===== src/rtl/menu_pkg.sv =====
`timescale 1ns/1ps
package menu_pkg;
  localparam int FMT_W    = 4;
  localparam int FRQ_W    = 3;
  localparam int FMT_LAST = 11;
  localparam int FRQ_LAST = 4;

  localparam logic [1:0] MD_ALONE = 2'd0;
  localparam logic [1:0] MD_GLOCK = 2'd1;
  localparam logic [1:0] MD_PASS  = 2'd2;

  typedef enum logic [2:0] {
    ST_MAIN, ST_SYS, ST_FMT, ST_FRQ, ST_WAIT, ST_FLASH
  } menu_st_t;

  // rate-family and 1/1.001 compatibility of a format/frequency pair
  function automatic logic pair_ok(input logic [FMT_W-1:0] f, input logic [FRQ_W-1:0] q);
    logic ok;
    case (q)
      3'd0:    ok = (f <= 4'd1);
      3'd1:    ok = (f == 4'd3) || (f == 4'd4) || (f == 4'd6) || (f == 4'd7) || (f == 4'd9);
      3'd2:    ok = (f >= 4'd2) && (f <= 4'd9);
      3'd3:    ok = (f == 4'd11);
      3'd4:    ok = (f == 4'd10) || (f == 4'd11);
      default: ok = 1'b0;
    endcase
    return ok;
  endfunction
endpackage


===== src/rtl/menu_tick.sv =====
`timescale 1ns/1ps
module menu_tick #(
  parameter int DIV = 4
) (
  input  logic clk_i,
  input  logic rst_n,
  input  logic clr_i,
  output logic tick_o
);
  localparam int CW = (DIV > 1) ? $clog2(DIV) : 1;

  logic [CW-1:0] cnt_q, cnt_d;

  assign tick_o = (cnt_q == CW'(DIV - 1));

  always_comb begin
    if (clr_i || tick_o) cnt_d = '0;
    else                 cnt_d = cnt_q + 1'b1;
  end

  always_ff @(posedge clk_i or negedge rst_n) begin
    if (!rst_n) cnt_q <= '0;
    else        cnt_q <= cnt_d;
  end

  generate
    if (DIV > 1) begin : g_gap

      tick_gap_chk: assert property (@(posedge clk_i) disable iff (!rst_n)
        tick_o |=> !tick_o);
    end
  endgenerate
endmodule


===== src/rtl/menu_code_sel.sv =====
`timescale 1ns/1ps
module menu_code_sel #(
  parameter int W    = 4,
  parameter int LAST = 11
) (
  input  logic         clk_i,
  input  logic         rst_n,
  input  logic         ld_i,
  input  logic [W-1:0] ld_val_i,
  input  logic         up_i,
  input  logic         dn_i,
  output logic [W-1:0] val_o
);
  logic [W-1:0] val_q, val_d;
  logic         en;

  assign en = ld_i || up_i || dn_i;

  always_comb begin
    if (ld_i)      val_d = ld_val_i;
    else if (up_i) val_d = (val_q == W'(LAST)) ? '0 : val_q + 1'b1;
    else           val_d = (val_q == '0) ? W'(LAST) : val_q - 1'b1;
  end

  always_ff @(posedge clk_i or negedge rst_n) begin
    if (!rst_n)  val_q <= '0;
    else if (en) val_q <= val_d;
  end

  assign val_o = val_q;


  range_chk: assert property (@(posedge clk_i) disable iff (!rst_n)
    val_q <= W'(LAST));

  wrap_up_chk: assert property (@(posedge clk_i) disable iff (!rst_n)
    (up_i && !ld_i && val_q == W'(LAST)) |=> (val_q == '0));

  wrap_dn_chk: assert property (@(posedge clk_i) disable iff (!rst_n)
    (dn_i && !up_i && !ld_i && val_q == '0) |=> (val_q == W'(LAST)));
endmodule


===== src/rtl/menu_cfg_ctrl.sv =====
`timescale 1ns/1ps
module menu_cfg_ctrl
  import menu_pkg::*;
#(
  parameter int TICK_DIV = 62_500_000,
  parameter int WAIT_LIM = 1_000_000
) (
  input  logic             clk_i,
  input  logic             rst_n,
  input  logic [3:0]       btn_i,
  input  logic             sys_done_i,
  input  logic             sys_fail_i,
  output logic [7:0]       led_o,
  output logic [1:0]       mode_o,
  output logic [FMT_W-1:0] fmt_o,
  output logic [FRQ_W-1:0] freq_o,
  output logic             apply_o
);
  localparam int WCW = $clog2(WAIT_LIM + 1);

  // reset: asserted asynchronously, released on the clock
  logic [1:0] rsync_q;
  logic       rst_s;
  always_ff @(posedge clk_i or negedge rst_n) begin
    if (!rst_n) rsync_q <= 2'b00;
    else        rsync_q <= {rsync_q[0], 1'b1};
  end
  assign rst_s = rsync_q[1];

  menu_st_t         st, st_n;
  logic [1:0]       mode_q, mode_n;
  logic [FMT_W-1:0] fmt_q, fmt_n, fmt_pend;
  logic [FRQ_W-1:0] frq_q, frq_n, frq_pend;
  logic             two_q, two_n, apply_q, apply_n;
  logic             blink_q;
  logic [1:0]       ph_q;
  logic [WCW-1:0]   wait_q;
  logic             tick, st_chg, wait_hit;
  logic             fmt_ld, f_up, f_dn, frq_ld, q_up, q_dn;

  assign st_chg   = (st_n != st);
  assign wait_hit = (wait_q == WCW'(WAIT_LIM - 1));

  menu_tick #(.DIV(TICK_DIV)) u_tick (
    .clk_i(clk_i), .rst_n(rst_s), .clr_i(st_chg), .tick_o(tick)
  );

  menu_code_sel #(.W(FMT_W), .LAST(FMT_LAST)) u_fmt_sel (
    .clk_i(clk_i), .rst_n(rst_s), .ld_i(fmt_ld), .ld_val_i(fmt_q),
    .up_i(f_up), .dn_i(f_dn), .val_o(fmt_pend)
  );

  menu_code_sel #(.W(FRQ_W), .LAST(FRQ_LAST)) u_frq_sel (
    .clk_i(clk_i), .rst_n(rst_s), .ld_i(frq_ld), .ld_val_i(frq_q),
    .up_i(q_up), .dn_i(q_dn), .val_o(frq_pend)
  );

  // next-state logic
  always_comb begin
    st_n = st; mode_n = mode_q; fmt_n = fmt_q; frq_n = frq_q;
    two_n = two_q; apply_n = 1'b0;
    fmt_ld = 1'b0; f_up = 1'b0; f_dn = 1'b0;
    frq_ld = 1'b0; q_up = 1'b0; q_dn = 1'b0;
    case (st)
      ST_MAIN: begin
        if (btn_i[0])      st_n = ST_SYS;
        else if (btn_i[1]) begin st_n = ST_FLASH; two_n = 1'b1; end
        else if (btn_i[2]) begin st_n = ST_FMT; fmt_ld = 1'b1; end
        else if (btn_i[3]) begin st_n = ST_FRQ; frq_ld = 1'b1; end
      end
      ST_SYS: begin
        if (btn_i[0]) st_n = ST_MAIN;
        else if (btn_i[3:1] != 3'b000) begin
          mode_n  = btn_i[1] ? MD_GLOCK : (btn_i[2] ? MD_PASS : MD_ALONE);
          apply_n = 1'b1;
          st_n    = ST_WAIT;
        end
      end
      ST_FMT, ST_FRQ: begin
        if (btn_i[0]) st_n = ST_MAIN;
        else if (btn_i[1]) begin
          if (st == ST_FMT) fmt_n = fmt_pend;
          else              frq_n = frq_pend;
          if (mode_q != MD_ALONE) begin
            st_n = ST_FLASH; two_n = 1'b0;
          end else if (pair_ok((st == ST_FMT) ? fmt_pend : fmt_q,
                               (st == ST_FRQ) ? frq_pend : frq_q)) begin
            st_n = ST_WAIT; apply_n = 1'b1;
          end else begin
            st_n = ST_FLASH; two_n = 1'b1;
          end
        end else if (btn_i[2]) begin
          f_up = (st == ST_FMT); q_up = (st == ST_FRQ);
        end else if (btn_i[3]) begin
          f_dn = (st == ST_FMT); q_dn = (st == ST_FRQ);
        end
      end
      ST_WAIT: begin
        if (sys_done_i) begin st_n = ST_FLASH; two_n = 1'b0; end
        else if (sys_fail_i || wait_hit) begin st_n = ST_FLASH; two_n = 1'b1; end
      end
      ST_FLASH: begin
        if (tick && ph_q == (two_q ? 2'd3 : 2'd1)) st_n = ST_MAIN;
      end
      default: st_n = ST_MAIN;
    endcase
  end

  // state registers
  always_ff @(posedge clk_i or negedge rst_s) begin
    if (!rst_s) begin
      st <= ST_MAIN; mode_q <= MD_ALONE; fmt_q <= '0; frq_q <= '0;
      two_q <= 1'b0; apply_q <= 1'b0; blink_q <= 1'b0; ph_q <= 2'd0; wait_q <= '0;
    end else begin
      st <= st_n; mode_q <= mode_n; fmt_q <= fmt_n; frq_q <= frq_n;
      two_q <= two_n; apply_q <= apply_n;
      if (st_chg) begin
        blink_q <= 1'b0; ph_q <= 2'd0;
      end else if (tick) begin
        blink_q <= ~blink_q; ph_q <= ph_q + 2'd1;
      end
      if (st != ST_WAIT)  wait_q <= '0;
      else if (!wait_hit) wait_q <= wait_q + 1'b1;
    end
  end

  // lamps
  always_comb begin
    led_o    = 8'h00;
    led_o[5] = (mode_q == MD_GLOCK);
    led_o[6] = (mode_q == MD_PASS);
    led_o[7] = (mode_q == MD_ALONE);
    case (st)
      ST_MAIN:  led_o[0] = blink_q;
      ST_SYS:   led_o[1] = blink_q;
      ST_FMT:   led_o[2] = blink_q;
      ST_FRQ:   led_o[3] = blink_q;
      ST_FLASH: led_o    = ph_q[0] ? 8'h00 : 8'hFF;
      default:  ;
    endcase
  end

  assign mode_o  = mode_q;
  assign fmt_o   = fmt_q;
  assign freq_o  = frq_q;
  assign apply_o = apply_q;


  apply_pulse_chk: assert property (@(posedge clk_i) disable iff (!rst_s)
    apply_q |=> !apply_q);

  flash_bank_chk: assert property (@(posedge clk_i) disable iff (!rst_s)
    (st == ST_FLASH) |-> (led_o == 8'h00 || led_o == 8'hFF));

  dp_fail_chk: assert property (@(posedge clk_i) disable iff (!rst_s)
    (st == ST_MAIN && btn_i == 4'b0010) |=> (st == ST_FLASH && two_q && !apply_q));

  cancel_keep_chk: assert property (@(posedge clk_i) disable iff (!rst_s)
    ((st == ST_FMT || st == ST_FRQ) && btn_i[0]) |=>
      (st == ST_MAIN && fmt_q == $past(fmt_q) && frq_q == $past(frq_q)));

  done_one_chk: assert property (@(posedge clk_i) disable iff (!rst_s)
    (st == ST_WAIT && sys_done_i) |=> (st == ST_FLASH && !two_q));

  mode_lamp_chk: assert property (@(posedge clk_i) disable iff (!rst_s)
    (st != ST_FLASH) |-> $onehot(led_o[7:5]));
endmodule


===== config.mk =====
export PLATFORM = sky130hd
export DESIGN_NAME = menu_cfg_ctrl
export DESIGN_NICKNAME = d
export VERILOG_FILES = /design/src/rtl/menu_pkg.sv /design/src/rtl/menu_tick.sv /design/src/rtl/menu_code_sel.sv /design/src/rtl/menu_cfg_ctrl.sv
export SDC_FILE = /design/constraint.sdc
export NUM_CORES = 1
export LEC_CHECK = 0
export ABC_AREA = 1
export BUFFER_PORTS_ARGS = -buffer_cell sky130_fd_sc_hd__buf_2
export CAP_MARGIN = 30
export CORE_MARGIN = 4
export CORE_UTILIZATION = 52
export CTS_CLUSTER_DIAMETER = 100
export CTS_CLUSTER_SIZE = 25
export DETAILED_ROUTE_END_ITERATION = 16
export PLACE_DENSITY = 0.81
export SKIP_LAST_GASP = 1
export SYNTH_ARGS = -nofsm -noshare
export SYNTH_HDL_FRONTEND = slang
export SYNTH_HIERARCHICAL = 1
export SYNTH_SLANG_ARGS = --single-unit

===== constraint.sdc =====
create_clock -name clk_i -period 2.75 [get_ports clk_i]
set_input_delay 0.55 -clock clk_i [delete_from_list [all_inputs] [get_ports clk_i]]
set_output_delay 0.55 -clock clk_i [all_outputs]
set_load 0.02 [all_outputs]

* Yosys cells after proc, flatten, opt, wreduce, memory -nomap -nowiden
Cells that the tools add are included.
** Storage, ports and cells
- Output and inout bits :: 18
- Bits of input ports :: 8
- Register bits :: 72
- Word-level logic and storage cells :: 173
** Operators by class
- Equality and inequality tests :: 32
- Reduce and logical (&&, ||, !) cells :: 27
- Bitwise operators :: 3
- Multiplexer cells :: 88
- $lt $le $gt $ge :: 3
- Add/sub/neg operators :: 7
** Operator list (count)
- 2-to-1 mux 1 bit :: 49
- 2-to-1 mux 3 bit :: 16
- 2-to-1 mux 20 bit :: 2
- adder 26 x 1 -> 26 bit, second input constant :: 1
- == test 26 bit, second input constant :: 1
- 2-to-1 mux 26 bit :: 1
- 2-to-1 mux 4 bit :: 6
- adder 20 x 1 -> 20 bit, second input constant :: 1
- == test 20 bit, second input constant :: 1
- == test 4 bit, second input constant :: 4
- one-hot mux 3 bit (5 select lines) :: 1
- == test 3 x 2 -> 1 bit, second input constant :: 4
- == test 3 bit, second input constant :: 4
- == test 4 x 3 -> 1 bit, second input constant :: 3
- logical OR 1 bit :: 11
- 2-to-1 mux 2 bit :: 5
- one-hot mux 1 bit (2 select lines) :: 5
- logical NOT 3 bit :: 3
- inequality test 3 bit, second input constant :: 3
- 2-to-1 mux 8 bit :: 1
- inequality test 2 bit, second input constant :: 4
- AND reduction 7 bit :: 1
- == test 3 x 1 -> 1 bit, second input constant :: 2
- AND reduction 3 bit :: 2
- other kinds (24) :: 29

* Longest topological paths before layout
Gate-level depths: netlist of the first run.
- Depth in word-level cells :: 20
- Mapped depth :: 20

* Hierarchy
Netlist of the first run, hierarchy kept.
** By module, submodules not included
- menu_cfg_ctrl :: area each 2416.1 um^2, cells each 339, times used 1
- menu_tick :: area each 1586.5 um^2, cells each 236, times used 1
- menu_code_sel at u_fmt_sel :: area each 351.6 um^2, cells each 55, times used 1
- menu_code_sel at u_frq_sel :: area each 281.5 um^2, cells each 46, times used 1

* Worst setup path after synthesis of the first run
OpenSTA, ideal clock, no wires.
- Path type :: reg2reg
- From :: register u_tick.cnt_q[0]
- To :: register u_tick.cnt_q[17]
- Cell stages (with the launch flop) :: 21
- Data arrival time :: 2.399 ns
- Period minus slack after synthesis :: 2.470 ns
- Path slack :: 0.280 ns
- Path through :: dfrtp_1 -> ha_1 -> inv_2 -> nor2_4 -> nand2_1 -> nor2_1 -> nand2_1 -> inv_1 -> nand2_1 -> a21oi_1 -> o21ai_0 -> nand2_1 -> o21ai_0 -> a21oi_1 -> nand3_2 -> nand2_2 -> nand3_2 -> inv_1 -> nand2_4 -> buf_6 -> nor2_1
** On the way
- Cells in the longest elaborated chain, start to end :: 7
- Elaborated cells between the ends (all ways) :: 8
** Ends and longest elaborated chain
- start: declaration :: line menu_tick.sv:12 : logic [CW-1:0] cnt_q, cnt_d;
- start signal: assignment :: line menu_tick.sv:23 : else cnt_q <= cnt_d;
- == test 26 bit :: line menu_tick.sv:14 : assign tick_o = (cnt_q == CW'(DIV - 1));
- net tick :: line menu_cfg_ctrl.sv:38 : logic tick, st_chg, wait_hit;
- logical AND 1 bit :: line menu_cfg_ctrl.sv:103 : if (tick && ph_q == (two_q ? 2'd3 : 2'd1)) st_n = ST_MAIN;
- 2-to-1 mux 3 bit :: line menu_cfg_ctrl.sv:103
- one-hot mux 3 bit (5 select lines) :: line menu_cfg_ctrl.sv:64 : case (st)
- net st_n[0] :: line menu_cfg_ctrl.sv:30 : menu_st_t st, st_n;
- inequality test 3 bit :: line menu_cfg_ctrl.sv:41 : assign st_chg = (st_n != st);
- net st_chg :: line menu_cfg_ctrl.sv:38
- logical OR 1 bit :: line menu_tick.sv:17 : if (clr_i || tick_o) cnt_d = '0;
- 2-to-1 mux 26 bit :: line menu_tick.sv:17
- net u_tick.cnt_d[17] :: line menu_tick.sv:12
The timed path passes the listed nets, and every way through them passes these cells.
A chain may end at the register's enable or synchronous reset.

* Worst setup path in the final report of the first run
- From :: register u_tick.cnt_q[1]
- To :: register u_tick.cnt_q[22]
** On the way
- Cells in the longest elaborated chain, start to end :: 7
- Elaborated cells between the ends (all ways) :: 8
** Ends and longest elaborated chain (line)
- == test 26 bit :: menu_tick.sv:14
- net tick :: menu_cfg_ctrl.sv:38
- logical AND 1 bit :: menu_cfg_ctrl.sv:103
- 2-to-1 mux 3 bit :: menu_cfg_ctrl.sv:103
- one-hot mux 3 bit (5 select lines) :: menu_cfg_ctrl.sv:64
- inequality test 3 bit :: menu_cfg_ctrl.sv:41
- net st_chg :: menu_cfg_ctrl.sv:38
- logical OR 1 bit :: menu_tick.sv:17
- 2-to-1 mux 26 bit :: menu_tick.sv:17
- net u_tick.cnt_d[22] :: menu_tick.sv:12
The timed path passes the listed nets, and every way through them passes these cells.

==> results.ini, run 1 <==
[outcome]
status=complete, no violations

[worst_hold_path]
worstHoldPathType=register to async pin

[detailed_routing]
via_per_inst=5.300
ant_nets=0
wl_um=10840
drt-initial-drc-count=314
drc_errors=0
vias=4394
dr.pass1.iters=5
routedWlPerCell_um=13.07

[timing]
drv_slew=0
rsz0062_at_grt=no
fmax_ghz=0.3918
final.period_utilization_pct=92.80
hold_ws_ns=0.2638
worstMarginPinSlew_ns=0.5552
maxSlewHeadroom_pct=62.99
finClkSkew_ns=0.009591
hold_viol=0
finalSetupViolCount=0
finalCriticalPeriod_ns=2.552

[synth]
syn_area_um2=4636
ys_seq_area_share_pct=38.87
syn-instance-count=676
ys_types=39
synth.avg_cell_area_um2=6.858
synth_area_leader_cell=dfrtp_1
async_reset_ff_share_pct=100.0
yosys_warnings=6
synth_seq_cells=72
netlist.area_leader.share_pct=38.87
synth-edff-count=0
synth_ff_type=dfrtp_1
synth_nets=691
synth_area_leaders=dfrtp_1 39%, nand2_1 15%, nor2_1 10%

[clocking]
htree_levels=3
clk_latency_ns=0.35
cts_buffers=9
cts-root-buf=clkbuf_8
cts.sinks=72
cts_tree=built
clk_path_buf_depth=2
clk_pin_slew_worst_paths_ns=0.08

[floorplanning]
io_pins=26
dieArea_um2=10490
core_area_um2=8678
die_w_um=102.4
rows=34
start_util_pct=53.42
dieHeight_um=102.4

[grt]
grt_pass1_wl_um=18370
grt_use_total_pct=21.64
antenna_found_initial=0
grt-ovfl-total=0
grt_pass1_vias=4145
grt_start_max_net_pins=30

[cells_and_area]
nets=731
most-common-layout-cells=181 x nand2_1, 121 x nor2_1, 88 x inv_1
utilization_pct=59.59
final_common_cell=nand2_1
drive_gt1_share_pct=13.59
regArea_um2=1804
antennaDiodeCount=0
area_growth_syn_to_layout_pct=11.55
multi_input_area_um2=2472
nFillCells=838

[setup_path]
crit_path_max_fanout=13
slowest_delay_ns=0.37
required_ns=2.99
worstSetupPathType=register to register
crit_chain=ha_1 -> inv_2 -> nor2_4 -> nand2_1 -> nor2_1 -> nand2_2 -> inv_2 -> nand2_1 -> a21oi_1 -> o21ai_0 -> nand2_1 -> o21ai_0 -> a21oi_1 -> nand4_1 -> nand3_4 -> clkinv_4 -> nand2_8 -> nor2_1
critPathCaptureType=register
critPathArrivalTime_ns=2.79
worst_path_max_delay_cell=dfrtp_1
crit_path_frequent_cell=nand2_1
startpoint_type=register

[power]
p_leak_nw=2.302
finalPower_mw=4.060
p_per_area_nw_per_um2=785.1
peakVddDrop_uv=477.0

[place]
hpwl_um=7999
place.gp.congestion=0.9361
port-buffer-count=25

[job]
cap_violations=0

-- state kept, by name (all words and copies together) (netlist names) --
register and cells:
u_tick/cnt_q 26, wait_q 20, fmt_o 4, u_fmt_sel/val_o 4, freq_o 3, st 3
u_frq_sel/val_o 3, mode_o 2, ph_q 2, rsync_q 2, apply_o 1, blink_q 1
two_q 1
-- power breakdown --
part | switching, mW | internal [mW] | total [mW] | leakage (nW)
clock network | 0.426 | 0.424 | 0.850 | 0.0968
registers | 0.234 | 1.21 | 1.44 | 0.969
logic | 1.20 | 0.568 | 1.76 | 1.24
-- worst max-delay path, delay by kind of cell, from the launching register on --
family                     cells  cell delay [ns]
DFF                            1             0.37
and+or+nand+nor               10             1.11
buffers and inverters          3             0.25
adders and majority gates      1             0.18
AOI/OAI and AO/OA              4             0.52
-- area by class of cell --
cell class                 count  share of cell area (%)
clock buffer                  10                   2.468
clock inverter                 6                   1.331
inverter                      96                   7.113
tap                          108                   2.613
multi-input combinational    503                   47.81
timing repair buffer          34                   3.774
sequential                    72                   34.89
-- Yosys cell counts (4+ instances only) --
master / n
nand2_1: 182
nor2_1: 127
inv_1: 90
dfrtp_1: 72
nand3_1: 34
o21ai_0: 32
a21oi_1: 20
nor3_1: 13
xor2_1: 11
nand4_1: 10
nand2_2: 9
xnor2_1: 9
ha_1: 7
nor2_2: 7
inv_2: 5
nor4_1: 5
nand3_2: 4
o21ai_2: 4
-- path summary, 6_finish.rpt --
kind / slack, ns / cells past startpoint / endpoint / from
min reg2reg: 0.26 / 0 / u_tick/cnt_q[21] / rsync_q[1]
max: 0.20 / 18 / u_tick/cnt_q[22] / u_tick/cnt_q[1]
min in group clk_i: 0.35 / 0 / rsync_q[1] / rsync_q[0]
max reg2reg: 0.20 / 18 / u_tick/cnt_q[22] / u_tick/cnt_q[1]
max in group asynchronous: 1.68 / 1 / st[0] / rsync_q[1]
min: 0.26 / 0 / u_tick/cnt_q[21] / rsync_q[1]
-- per-stage QoR --
step | area, µm² | worst slack, ns | instances | setup TNS (ns)
finish | 5171 | 0.1979 | 829 | 0
global route | 5171 | 0.003820 | 829 | 0
CTS | 5105 | 0.01534 | 826 | 0
detailed placement | 4882 | -0.01077 | 808 | -0.02963
global placement | 4882 | 0.2034 | 808 | 0
floorplan | 4636 | 0.2795 | 676 | 0
-- what timing repair did --
item	4_1_cts	5_1_grt
setup endpoints to repair	26	34
hold buffers	1	0
resized for setup	2	13
hold endpoints to repair	2	0
pin swaps	0	2
gates cloned	0	1
setup buffers	1	2
-- routing by layer --
| metal | track usage, % | vias to the layer above | wire, µm |
|---|---|---|---|
| met3 | 2.730 | 18 | 498 |
| met2 | 35.50 | 135 | 5196 |
| met5 | 0 | - | 0 |
| li1 | - | 2217 | - |
| met1 | 29.58 | 2024 | 4989 |
| met4 | 7.366 | 0 | 150 |
-- kinds of logic (layout without fill, tap and decap cells) --
kind of cell	count (synthesis)	after routing	share of synthesized area [%]
buffers and inverters	102	146	8.961
AOI/OAI and AO/OA	73	73	9.042
adders and majority gates	7	7	1.889
and+or+nand+nor	401	402	37.38
other	1	1	0.08089
xor gates and xnor gates	20	20	3.779
DFF	72	72	38.87
(Power assumes the default switching activity.)
==> run 2, diff against run 1 <==
--- a/config.mk
+++ b/config.mk
@@ -5,7 +5,7 @@
 export SDC_FILE = /design/constraint.sdc
 export NUM_CORES = 1
 export LEC_CHECK = 0
-export ABC_AREA = 1
+export ABC_AREA = 0
 export BUFFER_PORTS_ARGS = -buffer_cell sky130_fd_sc_hd__buf_2
 export CAP_MARGIN = 30
 export CORE_MARGIN = 4
==> run 2 against run 1 <==
The run now ends with setup timing left. Flip-flop and latch count is the same. Worst hold slack gained 0.0081 ns. Maximum frequency shrank 20%. Power shrank 8.2%. Design area grew 8.1%. Cell count shrank 14%. Critical path type unchanged.
==> results.ini, run 2 <==
[outcome]
status=finished, violations left
violations=setup timing

[cells_and_area]
reg_top3=u_tick/cnt_q (26), wait_q (20)
nets=622
final_common_cell=buf_4
regMostFlops=u_tick/cnt_q
largest_reg_flops=26
final_cells=717
final_design_area_no_fill_um2=5588
most-common-layout-cells=92 x buf_4, 71 x dfrtp_1, 65 x nor2_1
area_growth_syn_to_layout_pct=26.80
drive_gt1_share_pct=30.72
antennaDiodeCount=0

[detailed_routing]
via_per_inst=5.968
routedWlPerCell_um=16.29
drt-initial-drc-count=373
drc_errors=0
wl_um=11680
ant_nets=0
dr.pass1.iters=6
vias=4279

[place]
hpwl_um=8126
dpl.cell_count=689
port-buffer-count=25
placed_cell_area_um2=5236
place.gp.congestion=0.9093

[timing]
finalSetupViolCount=27
final.period_utilization_pct=116.1
hold_viol=0
hold_ws_ns=0.2719
setup_tns_ns=-10.48
finClkSkew_ns=0.01908
rsz0062_at_grt=yes
finalCriticalPeriod_ns=3.193
maxSlewHeadroom_pct=49.96
worstMarginPinSlew_ns=0.7484
setup_ws_ns=-0.4429
drv_slew=0
fmax_ghz=0.3132

[floorplanning]
rows=33
start_util_pct=53.63
dieHeight_um=100.1
core_area_um2=8217
die_w_um=100.1
dieArea_um2=10010
io_pins=26

[clocking]
clk_latency_ns=0.36
cts_buffers=9
htree_levels=3
cts_tree=built
cts.sinks=72
clk_pin_slew_worst_paths_ns=0.09
clk_path_buf_depth=2
cts-root-buf=clkbuf_8

[job]
cap_violations=0

[setup_path]
required_ns=3.02
worstSetupPathType=register to register
critPathLaunch=wait_q[8]
startpoint_type=register
rr_startpoint=wait_q[8]
crit_path_max_fanout=25
critPathArrivalTime_ns=3.46
critPathCaptureType=register

[power]
power_switching_mw=1.533
p_per_area_nw_per_um2=666.9
clockPowerShare_pct=20.3
p_seq_share_pct=34.3
p_leak_nw=2.447
finalPower_mw=3.727
peakVddDrop_uv=325.8
swShare_pct=41.12
combPwrFrac_pct=45.3
cell_internal_pwr_mw=2.194

[synth]
synth_area_leaders=dfrtp_1 41%, nor2_1 5.7%, nand2_1 3.7%
synth.avg_cell_area_um2=8.902
async_reset_ff_share_pct=100.0
netlist.area_leader.share_pct=40.89
yosys_warnings=6
synth-edff-count=0
yosys-top-cells-count=72 x dfrtp_1, 67 x nor2_1, 44 x nand2_1
synth_ff_type=dfrtp_1
yosysMostFrequentCell=dfrtp_1
ys_types=67
syn-instance-count=495
synth_area_leader_cell=dfrtp_1
synth_seq_cells=72
ys_seq_area_share_pct=40.89
syn_area_um2=4407
synth_nets=510

[grt]
grt_pass1_wl_um=19680
antenna_found_initial=0
grt_pass1_vias=4328
grt_use_total_pct=24.12
grt-ovfl-total=0
grt_start_max_net_pins=26

[worst_hold_path]
worstHoldPathType=register to async pin

[run 2: worst paths after layout]
kind	to	slack [ns]	cells past startpoint
max	u_tick/cnt_q[5]	-0.44	11
min	wait_q[3]	0.27	0
max reg2reg	u_tick/cnt_q[5]	-0.44	11
min reg2reg	wait_q[3]	0.27	0
max in group asynchronous	u_fmt_sel/val_o[0]	1.72	1
min in group clk_i	rsync_q[1]	0.36	0
[run 2: area by class of cell]
| class | count | area (µm²) |
|---|---|---|
| fillers | 623 | 2629 |
| multi-input cells | 388 | 2565 |
| flip-flops and latches | 72 | 1803 |
| repair buffers | 120 | 857.1 |
| well taps | 105 | 131.4 |
| clock buffers | 9 | 123.9 |
| inverters | 16 | 60.06 |
| clock inverters | 7 | 47.55 |
[run 2: timing repair]
| action | in CTS | in global routing |
|---|---|---|
| pin swaps | 1 | 5 |
| resized for setup | 2 | 18 |
| setup endpoints to repair | 26 | 33 |
| setup buffers | 11 | 2 |
| endpoints found under the hold margin | 2 | 0 |
| hold buffers | 1 | 0 |
[run 2: logic make-up (layout without fill, tap and decap cells)]
group | count (synthesis) | in the layout | share of synthesized area, %
buffers and inverters | 35 | 152 | 3.350
adders and majority gates | 7 | 7 | 1.987
AOI/OAI and AO/OA | 90 | 90 | 13.91
and+or+nand+nor | 237 | 237 | 28.34
DFF | 72 | 72 | 40.89
other | 1 | 1 | 0.08510
xor gates and xnor gates | 34 | 34 | 6.757
muxes | 19 | 19 | 4.685
[run 2: worst max-delay path, cell delays in order (launching register included)]
cell	delay (ns)
dfrtp_1	0.39
or4b_1	0.53
or4_4	0.57
o21ai_4	0.16
a21oi_2	0.11
and3_4	0.21
mux2_4	0.28
or3b_4	0.41
inv_2	0.07
o41ai_4	0.07
buf_12	0.17
nor2_1	0.13
[run 2: through the flow]
step	setup slack [ns]	util, %
floorplan	-0.2497	-
global placement	-0.2577	63.73
detailed placement	-0.4013	63.73
CTS	-0.3482	67.00
global route	-0.5137	68.01
finish	-0.4429	68.01
[run 2: power groups by stage]
stage                     combinational, mW  sequential (mW)  clock [mW]
after floorplan                       0.997             1.34           0
after global placement                 1.52             1.28           0
after detailed placement               1.58             1.29           0
after CTS                              1.63             1.27       0.769
after global routing                   1.82             1.29       0.825
final                                  1.69             1.28       0.757
[run 2: layer usage]
| layer | global-route usage, % | wire (µm) |
|---|---|---|
| met5 | 0 | 0 |
| met3 | 6.115 | 763 |
| met4 | 9.845 | 389 |
| met1 | 29.56 | 4696 |
| met2 | 40.64 | 5832 |
==> run 3, diff against run 2 <==
--- a/config.mk
+++ b/config.mk
@@ -10,9 +10,11 @@
 export CAP_MARGIN = 30
 export CORE_MARGIN = 4
 export CORE_UTILIZATION = 52
+export CTS_BUF_LIST = sky130_fd_sc_hd__clkbuf_4 sky130_fd_sc_hd__clkbuf_8
 export CTS_CLUSTER_DIAMETER = 100
 export CTS_CLUSTER_SIZE = 25
 export DETAILED_ROUTE_END_ITERATION = 16
+export GPL_ROUTABILITY_DRIVEN = 0
 export PLACE_DENSITY = 0.81
 export SKIP_LAST_GASP = 1
 export SYNTH_ARGS = -nofsm -noshare
==> constraint.sdc (replaced) <==
create_clock -name clk_i -period 3 [get_ports clk_i]
set_input_delay 0.6 -clock clk_i [delete_from_list [all_inputs] [get_ports clk_i]]
set_output_delay 0.6 -clock clk_i [all_outputs]
set_load 0.02 [all_outputs]
==> run 3 against run 2 <==
The flow still finishes with violations (setup timing). Flip-flop and latch count did not move. Clock skew fell by 0.011 ns. Sequential power fell by 6%. Combinational power fell by 19%. Register-to-register slack improved by 0.31 ns. Clock power fell by 5.3%. Design area fell by 6.3%. Via count fell by 7.1%. Highest routed layer unchanged.
==> results.ini, run 3 (same netlist as run 2, synthesis figures left out) <==
[detailed_routing]
wl_um=10430
ant_nets=0
vias=3974
routedWlPerCell_um=15.42
dr.pass1.iters=6
drc_errors=0
via_per_inst=5.879
drt-initial-drc-count=275

[cells_and_area]
nets=581
most-common-layout-cells=71 x dfrtp_1, 66 x nor2_1, 51 x buf_4
final_common_cell=dfrtp_1
nFillCells=669
antennaDiodeCount=0
drive_gt1_share_pct=23.99
regMostFlops=u_tick/cnt_q
area_growth_syn_to_layout_pct=18.85
reg_top3=u_tick/cnt_q (26), wait_q (20)
largest_reg_flops=26
utilization_pct=63.74
final_cells=676
final_design_area_no_fill_um2=5238

[place]
port-buffer-count=25
dpl.cell_count=657
hpwl_um=7635
pre_cts_slack_ns=-0.1183
placed_cell_area_um2=5009

[timing]
maxSlewHeadroom_pct=47.37
finClkSkew_ns=0.008080
setup_ws_ns=-0.1357
finalCriticalPeriod_ns=3.136
drv_slew=0
final.period_utilization_pct=104.5
fmax_ghz=0.3189
rsz0062_at_grt=yes
worstMarginPinSlew_ns=0.7870
hold_viol=0
finalSetupViolCount=25

[floorplanning]
core_area_um2=8217
rows=33
start_util_pct=53.63
io_pins=26
dieHeight_um=100.1
dieArea_um2=10010
die_w_um=100.1

[setup_path]
startpoint_type=register
required_ns=3.28
critPathArrivalTime_ns=3.42
critPathCaptureType=register
worstSetupPathType=register to register
crit_path_max_fanout=25

[worst_hold_path]
worstHoldPathType=register to async pin

[power]
p_per_area_nw_per_um2=628.5
p_seq_share_pct=36.5
p_leak_nw=2.210
combPwrFrac_pct=41.7
peakVddDrop_uv=370.9
power_switching_mw=1.344
swShare_pct=40.82
clockPowerShare_pct=21.8
cell_internal_pwr_mw=1.948

[clocking]
clk_path_buf_depth=2
clk_pin_slew_worst_paths_ns=0.08
htree_levels=3
cts_tree=built
cts_buffers=9
cts-root-buf=clkbuf_8
clk_latency_ns=0.36
cts.sinks=72

[grt]
grt_start_max_net_pins=40
grt_pass1_vias=3926
grt_use_total_pct=21.84
antenna_found_initial=0
grt-ovfl-total=0
grt_pass1_wl_um=17910

[job]
cap_violations=0

[outcome]
status=finished, violations left
violations=setup timing

-- run 3: layout make-up --
class / count / area (µm²) / area share [%]
sequential: 72 / 1803 / 34.42
multi-input combinational: 388 / 2504 / 47.80
timing repair buffer: 79 / 558.0 / 10.65
inverter: 16 / 60.06 / 1.147
tap: 105 / 131.4 / 2.508
clock buffer: 10 / 137.6 / 2.628
clock inverter: 6 / 43.79 / 0.8361
-- run 3: what timing repair did --
action,CTS,global route
setup buffers,0,2
cloned,0,0
pin swaps,0,2
hold buffers,1,0
setup endpoints to repair,25,25
hold endpoints to repair,2,0
gates resized for setup,0,6
-- run 3: per-layer routing --
layer	GRT usage [%]	up-vias	routed length [µm]
li1	-	1925	-
met1	28.07	1920	4520
met2	36.89	109	5232
met3	4.517	20	507
met4	7.254	0	164
met5	0	-	0
-- run 3: worst paths after layout --
check	startpoint	to	slack, ns	cells after the start
hold / removal	rsync_q[1]	wait_q[16]	0.33	0
max in group asynchronous	rsync_q[1]	u_tick/cnt_q[17]	2.02	1
min in group clk_i	rsync_q[0]	rsync_q[1]	0.36	0
setup reg to reg	wait_q[6]	u_tick/cnt_q[14]	-0.14	11
setup / recovery	wait_q[6]	u_tick/cnt_q[14]	-0.14	11
hold reg to reg	rsync_q[1]	wait_q[16]	0.33	0
-- run 3: metrics by stage --
| stage | hold slack [ns] | TNS (ns) | power [mW] |
|---|---|---|---|
| final | 0.3290 | -2.775 | 3.292 |
| after global routing | 0.3644 | -5.105 | 3.495 |
| after CTS | 0.3552 | -2.064 | 3.282 |
| after detailed placement | 0.3393 | -1.574 | 2.567 |
| after global placement | 0.3355 | -0.06869 | 2.518 |
| after floorplan | 0.3044 | 0 | 2.136 |
-- run 3: worst max-delay path, stage by stage, from the launching register on --
cell	delay, ns
dfrtp_1	0.38
or4_1	0.54
or4_4	0.59
o21ai_4	0.16
a21oi_2	0.09
and3_4	0.19
mux2_4	0.27
or3b_4	0.40
inv_2	0.07
o41ai_4	0.08
buf_12	0.18
a21oi_1	0.12
-- run 3: power groups by stage --
| stage | Combinational [mW] | Clock [mW] | Sequential, mW |
|---|---|---|---|
| finish | 1.37 | 0.717 | 1.20 |
| global route | 1.50 | 0.773 | 1.22 |
| CTS | 1.35 | 0.733 | 1.20 |
| detailed placement | 1.35 | 0 | 1.22 |
| global placement | 1.31 | 0 | 1.21 |
| floorplan | 0.912 | 0 | 1.22 |
